==> src/rtl/irq_rt_pkg.sv <==
package irq_rt_pkg;

    // Source positions whose behaviour is fixed by the routing rules
    localparam int unsigned BIT_CLKOFF = 4;
    localparam int unsigned BIT_RXSVC  = 5;
    localparam int unsigned BIT_TXSVC  = 6;

    typedef enum logic [1:0] {
        A_MASK   = 2'd0,
        A_PEND   = 2'd1,
        A_RXPORT = 2'd2,
        A_TXPORT = 2'd3
    } reg_addr_e;

    typedef enum logic {
        ROUTE_CPU = 1'b0,
        ROUTE_DMA = 1'b1
    } route_e;

endpackage

==> src/rtl/irq_pend_reg.sv <==
module irq_pend_reg #(
    parameter int unsigned SRC_N = 13
) (
    input  logic             clk,
    input  logic             rst_n,
    input  logic [SRC_N-1:0] set_vec,
    input  logic [SRC_N-1:0] clr_vec,
    output logic [SRC_N-1:0] pend_q
);

    for (genvar i = 0; i < SRC_N; i++) begin : g_bit
        always_ff @(posedge clk or negedge rst_n) begin
            if (!rst_n) begin
                pend_q[i] <= 1'b0;
            end else if (set_vec[i]) begin
                pend_q[i] <= 1'b1;
            end else if (clr_vec[i]) begin
                pend_q[i] <= 1'b0;
            end
        end
    end

endmodule

==> src/rtl/irq_mask_reg.sv <==
module irq_mask_reg #(
    parameter int unsigned SRC_N = 13
) (
    input  logic             clk,
    input  logic             rst_n,
    input  logic             load,
    input  logic [SRC_N-1:0] value,
    output logic [SRC_N-1:0] mask_q
);

    always_ff @(posedge clk or negedge rst_n) begin
        if (!rst_n) begin
            mask_q <= '0;
        end else if (load) begin
            mask_q <= value;
        end
    end

endmodule

==> src/rtl/irq_route_fsm.sv <==
module irq_route_fsm
    import irq_rt_pkg::*;
#(
    parameter int unsigned SRC_N = 13
) (
    input  logic             clk,
    input  logic             rst_n,
    input  logic             dma_mode,
    input  logic [SRC_N-1:0] pend_q,
    input  logic [SRC_N-1:0] mask_q,
    output logic             in_dma,
    output logic             cpu_irq,
    output logic             dma_rx_req,
    output logic             dma_tx_req
);

    localparam logic [SRC_N-1:0] FIFO_BITS =
        (SRC_N'(1) << BIT_RXSVC) | (SRC_N'(1) << BIT_TXSVC);

    route_e           state_q;
    route_e           state_d;
    logic [SRC_N-1:0] eff_mask;

    always_comb begin
        state_d = state_q;
        unique case (state_q)
            ROUTE_CPU: if (dma_mode)  state_d = ROUTE_DMA;
            ROUTE_DMA: if (!dma_mode) state_d = ROUTE_CPU;
        endcase
    end

    always_ff @(posedge clk or negedge rst_n) begin
        if (!rst_n) begin
            state_q <= ROUTE_CPU;
        end else begin
            state_q <= state_d;
        end
    end

    always_comb begin
        eff_mask = mask_q;
        if (state_q == ROUTE_DMA) begin
            eff_mask = mask_q | FIFO_BITS;
        end
    end

    always_ff @(posedge clk or negedge rst_n) begin
        if (!rst_n) begin
            cpu_irq    <= 1'b0;
            dma_rx_req <= 1'b0;
            dma_tx_req <= 1'b0;
        end else begin
            cpu_irq <= |(pend_q & ~eff_mask);
            unique case (state_q)
                ROUTE_CPU: begin
                    dma_rx_req <= 1'b0;
                    dma_tx_req <= 1'b0;
                end
                ROUTE_DMA: begin
                    dma_rx_req <= pend_q[BIT_RXSVC];
                    dma_tx_req <= pend_q[BIT_TXSVC];
                end
            endcase
        end
    end

    assign in_dma = (state_q == ROUTE_DMA);

endmodule

==> src/rtl/irq_dma_router.sv <==
module irq_dma_router
    import irq_rt_pkg::*;
#(
    parameter int unsigned SRC_N  = 13,
    parameter int unsigned DATA_W = 16
) (
    input  logic              clk,
    input  logic              rst_n,
    input  logic              bus_wr,
    input  logic              bus_rd,
    input  logic [1:0]        bus_addr,
    input  logic [DATA_W-1:0] bus_wdata,
    output logic [DATA_W-1:0] bus_rdata,
    input  logic [SRC_N-1:0]  evt_set,
    input  logic              clk_start,
    input  logic              clk_stop,
    input  logic              dma_mode,
    output logic              cpu_irq,
    output logic              dma_rx_req,
    output logic              dma_tx_req
);

    localparam logic [SRC_N-1:0] ONE = SRC_N'(1);

    reg_addr_e        addr;
    logic [SRC_N-1:0] pend_q;
    logic [SRC_N-1:0] mask_q;
    logic [SRC_N-1:0] set_vec;
    logic [SRC_N-1:0] clr_vec;
    logic             mask_load;
    logic             route_dma;
    logic             wdata_hi_unused;

    assign addr            = reg_addr_e'(bus_addr);
    assign wdata_hi_unused = ^bus_wdata[DATA_W-1:SRC_N];
    assign mask_load       = bus_wr && (addr == A_MASK);

    always_comb begin
        set_vec = evt_set;
        if (clk_stop) begin
            set_vec = set_vec | (ONE << BIT_CLKOFF);
        end
    end

    always_comb begin
        clr_vec = '0;
        if (bus_wr && addr == A_PEND) begin
            clr_vec = bus_wdata[SRC_N-1:0];
        end
        if (bus_rd && addr == A_RXPORT) begin
            clr_vec = clr_vec | (ONE << BIT_RXSVC);
        end
        if (bus_wr && addr == A_TXPORT) begin
            clr_vec = clr_vec | (ONE << BIT_TXSVC);
        end
        if (clk_start) begin
            clr_vec = clr_vec | (ONE << BIT_CLKOFF);
        end
    end

    always_comb begin
        unique case (addr)
            A_MASK:   bus_rdata = DATA_W'(mask_q);
            A_PEND:   bus_rdata = DATA_W'(pend_q);
            A_RXPORT: bus_rdata = '0;
            A_TXPORT: bus_rdata = '0;
        endcase
    end

    irq_pend_reg #(.SRC_N(SRC_N)) u_pend (
        .clk     (clk),
        .rst_n   (rst_n),
        .set_vec (set_vec),
        .clr_vec (clr_vec),
        .pend_q  (pend_q)
    );

    irq_mask_reg #(.SRC_N(SRC_N)) u_mask (
        .clk    (clk),
        .rst_n  (rst_n),
        .load   (mask_load),
        .value  (bus_wdata[SRC_N-1:0]),
        .mask_q (mask_q)
    );

    irq_route_fsm #(.SRC_N(SRC_N)) u_route (
        .clk        (clk),
        .rst_n      (rst_n),
        .dma_mode   (dma_mode),
        .pend_q     (pend_q),
        .mask_q     (mask_q),
        .in_dma     (route_dma),
        .cpu_irq    (cpu_irq),
        .dma_rx_req (dma_rx_req),
        .dma_tx_req (dma_tx_req)
    );

endmodule

==> config.mk <==
export PLATFORM = sky130hd
export DESIGN_NAME = irq_dma_router
export DESIGN_NICKNAME = d
export VERILOG_FILES = /design/src/rtl/irq_rt_pkg.sv /design/src/rtl/irq_pend_reg.sv /design/src/rtl/irq_mask_reg.sv /design/src/rtl/irq_route_fsm.sv /design/src/rtl/irq_dma_router.sv
export SDC_FILE = /design/constraint.sdc
export NUM_CORES = 1
export LEC_CHECK = 0
export ABC_AREA = 1
export BUFFER_PORTS_ARGS = -buffer_cell sky130_fd_sc_hd__buf_2
export CAP_MARGIN = 0
export CORE_MARGIN = 2
export CORE_UTILIZATION = 39
export CTS_CLUSTER_SIZE = 14
export DETAILED_ROUTE_END_ITERATION = 12
export PLACE_DENSITY = 0.64
export SKIP_LAST_GASP = 1
export SLEW_MARGIN = 5
export SYNTH_ARGS = -nofsm -noshare
export SYNTH_HDL_FRONTEND = slang
export SYNTH_SLANG_ARGS = --single-unit
==> constraint.sdc <==
create_clock -name clk -period 2.1 [get_ports clk]
set_clock_uncertainty 0.2 [all_clocks]
set_input_delay 0.315 -clock clk [delete_from_list [all_inputs] [get_ports clk]]
set_output_delay 0.315 -clock clk [all_outputs]
set_load 0.005 [all_outputs]
**Word level (Yosys, flattened, before mapping)**

Index checks and enable logic that the tools add are counted.

- Equal/unequal tests: 3
- Multiplexer cells: 36
- Bitwise operators: 3
- Reduce and logical (&&, ||, !) cells: 20

Operators by type and width:

| operator | count |
|---|---|
| $pmux W16 S3 | 1 |
| $mux W1 | 27 |
| $reduce_bool A2 Y1 | 13 |
| $mux W7 | 2 |
| $and A13 B13 Y13 | 1 |
| $mux W13 | 1 |
| $not A13 Y13 | 1 |
| $reduce_or A13 Y1 | 1 |
| $mux W5 | 2 |
| $mux W6 | 1 |
| $eq A2 B2 Y1 const B | 2 |
| $logic_and A1 B1 Y1 | 4 |
| $pmux W1 S2 | 2 |
| $eq A2 B1 Y1 const B | 1 |
| $logic_not A2 Y1 | 1 |
| $reduce_or A2 Y1 | 1 |
| $not A1 Y1 | 1 |

- Register bits after elaboration: 30
- Input bits: 38
- Output and inout bits: 19
- Logic and storage cells: 80

**Logic depth before layout (Yosys ltp)**

- Depth in word-level cells: 8
- Mapped depth: 7

**By module**

Synthesis repeated with hierarchy kept, for this count alone.

- Cells, all modules: 251
- Area, all modules: 1679.1 µm²

Modules (own cells, without submodules):

| module | times used | cells each | area an instance (µm²) | seq. area each (µm²) |
|---|---|---|---|---|
| irq_pend_reg | 1 | 65 | 520.5 | 325.3 |
| irq_mask_reg | 1 | 55 | 494.2 | 325.3 |
| irq_dma_router | 1 | 82 | 385.4 | 0.0 |
| irq_route_fsm | 1 | 49 | 279.0 | 100.1 |

**Worst setup path after synthesis**

Ideal clock, no wire load.

- Path kind: input-to-output
- Start: input port bus_addr[0]
- End: output port bus_rdata[0]
- Arrival time: 808 ps
- Path slack: 777 ps
- Stages: 4
- Path buffers: 1
- Cells stage by stage: inv_2 nand2_1 buf_4 o22ai_1

- Longest elaborated chain between the ends: 3

RTL lines:

| item | RTL line | RTL |
|---|---|---|
| from (decl) | irq_dma_router.sv:11 | `input logic [1:0] bus_addr,` |
| $eq A2 B2 Y1 | irq_dma_router.sv:62 | `unique case (addr)` |
| $reduce_or A2 Y1 (no line) | n/a |  |
| $pmux W16 S3 * | irq_dma_router.sv:62 |  |
| to (decl) | irq_dma_router.sv:13 | `output logic [DATA_W-1:0] bus_rdata,` |

Mark *: on every way between the ends. The rest lies on a longest branch, timed or not. The select of a mux whose other input is x is not followed.

**Final worst setup path**

- Start: input port bus_addr[1]
- End: output port bus_rdata[5]

Same word-level chain as after synthesis.

==> metrics.md <==
| Metric | Value |
|---|---|
| RePlAce Congestion | 0.734 |
| Reg2Reg Setup Slack | 0.99 ns |
| Synth Warn # | 0 |
| Fmax | 0.555 GHz |
| Critical Path RT | 1.58 ns |
| Max-Cap Viols | 0 |
| Dpl hpwl | 2260 um |
| DRT Wirelength | 3140 um |
| Worst hold path class | input port to flop |
| Slew Limit Fails | 0 |
| Area post-placement | 1780 um2 |
| Crit start category | input port |
| Worst Tran Pin Value | 0.667 ns |
| Dpl ws | 0.261 ns |
| CTS H-tree lvls | 2 |
| Routed len/inst | 10.9 um |
| Hold_ws | 0.0167 ns |
| Overall power | 1480 uW |
| PortBufs | 50 |
| GRT Util Overall | 16.2% |
| Fin. Hold Viols | 0 |
| Die Y | 66.5 um |
| Seq/Total Area, Yosys | 49.3% |
| P per Cell Area | 775 nW/um2 |
| Total gr overflow | 0 |
| Clock root buffer | clkbuf_8 |
| Gate Count Post-Synth | 186 |
| Endpoint class of the critical path | output port |
| Clock Path Buffers | 2 |
| Avg Inst Size Synth | 8.19 um2 |
| Cell Rows | 22 |
| Vias in the first global route | 1247 |
| Antenna-violating nets left | 0 |
| CORE AREA | 3720 um2 |
| DR vias/cell | 4.41 |
| # resized after CTS | 0 |
| Initial antenna violation count | 0 |
| Die area | 4420 um2 |
| Io pins | 57 |
| Design area | 1910 um2 |
| Leakage | 0.00116 uW |
| Diode count | 0 |
| Fin worst setup slack | 0.297 ns |
| Clock Latency Late Sink | 0.28 ns |
| Clock period minus worst slack | 1.80 ns |
| CP arrival | 1.29 ns |
| Clock slew seen by the registers of the worst setup and hold paths | 0.07 ns |
| Largest net degree at the start of global routing | 31 |
| Fin crit share | 85.8% |
| First-pass GRT wire length | 5260 um |
| Fin nets | 278 |
| Layout cells sized above 1 | 30.7% |
| Count of final setup violators | 0 |
| Rel. slew slack | 55.5% |
| Worst IR Drop VDD | 0.409 mV |
| Most common cell after layout, fill and taps aside | buf_2 |
| RSZ-0062 raised after global routing | no |
| Unique cell type count in the Yosys netlist | 19 |
| DRC | 0 |
| Commonest cells after routing, fill and taps aside | buf_2 (50), inv_1 (43), nand2_1 (41) |
| Vias | 1274 |
| Syn Std Cell Area | 1520 um2 |
| Die X-Extent | 66.5 um |
| Initial DRC count | 90 |
| Clk sinks | 30 |
| Status | finished clean |
| Total CTS buffers | 5 |
| #FFs+latches synth | 30 |
| Area Growth Syn to Fin | 25.4% |
| First-pass DRT Iterations | 4 |
| FILL cells | 395 |
| CTS tree | done |
| Worst Path Max Fanout | 13 |
| Setup TNS | 0 ns |
| Critical path class | input port to output port |
| Starting density of the core | 41.0% |
worst max-delay path, stage by stage:
cell     delay, ns
buf_2         0.13
inv_2         0.08
nand2_1       0.30
o21ai_0       0.30
buf_2         0.15
cells in the mapped netlist:
| cell type | count | area share, % |
|---|---|---|
| a21oi_1 | 2 | 0.66 |
| a21oi_2 | 2 | 1.1 |
| buf_4 | 5 | 2.5 |
| buf_6 | 2 | 1.5 |
| conb_1 | 1 | 0.25 |
| dfrtp_1 | 30 | 49 |
| inv_1 | 43 | 11 |
| inv_2 | 3 | 0.74 |
| nand2_1 | 41 | 10 |
| nand3_1 | 3 | 0.98 |
| nand3_4 | 1 | 1.1 |
| nand3b_1 | 1 | 0.49 |
| nor2_1 | 15 | 3.7 |
| nor2_2 | 2 | 0.82 |
| o21ai_0 | 2 | 0.66 |
| o21ai_1 | 3 | 0.98 |
| o21ai_2 | 8 | 4.6 |
| o21bai_1 | 11 | 5.4 |
| o22ai_1 | 11 | 4.5 |
per-stage QoR:
stage	utilization (%)	std cells
finish	51.4	289
global route	51.4	289
CTS	51.4	289
detailed placement	47.9	279
global placement	47.9	279
floorplan	-	188
repair_timing:
action	CTS	global route
buffers inserted	0	0
endpoints found under the hold margin	31	0
hold buffers	2	0
cell families after synthesis:
family	synth area share, %
AO/OA/AOI/OAI	18.0
buffers and inverters	15.3
flip-flops	49.3
other	0.246
AND/OR/NAND/NOR	17.2
registers in the layout, indices dropped and copies added, names as in the netlist:
register and cells:
u_route.dma_tx_req 1, u_route.dma_rx_req 1, u_route.in_dma 1, u_route.cpu_irq 1, u_mask.mask_q 13, u_pend.pend_q 13
final timing paths:
check	start	to	cells past startpoint
max	bus_addr[1]	bus_rdata[5]	5
min	evt_set[5]	u_pend.pend_q[5]$_DFFE_PN0P_	3
max reg2reg	u_pend.pend_q[4]$_DFFE_PN0P_	u_route.cpu_irq$_DFF_PN0_	6
min reg2reg	u_mask.mask_q[7]$_DFFE_PN0P_	u_mask.mask_q[7]$_DFFE_PN0P_	2
max in group asynchronous	rst_n	u_pend.pend_q[8]$_DFFE_PN0P_	2
min in group asynchronous	rst_n	u_pend.pend_q[5]$_DFFE_PN0P_	2
layout make-up:
class | instances | area, um2 | share of cell area (%)
repair buffers | 52 | 270 | 14.1
clock inverters | 3 | 40.0 | 2.10
inverters | 46 | 173 | 9.04
clock buffers | 5 | 68.8 | 3.60
well taps | 48 | 60.1 | 3.14
flip-flops and latches | 30 | 751 | 39.3
multi-input cells | 105 | 548 | 28.7
where the power goes:
part | total [uW] | switching (uW) | internal (uW)
sequential | 657 | 26.2 | 631
combinational | 250 | 142 | 108
clock | 572 | 224 | 349
per-layer routing:
layer	vias to the layer above	share of wire, %	track usage (%)
li1	666	-	-
met1	561	45	19.9
met2	43	48	26.3
met3	4	5.7	4.73
met4	0	1.4	7.14
met5	-	0	0
Note: power is estimated with default switching activity, not from simulation.
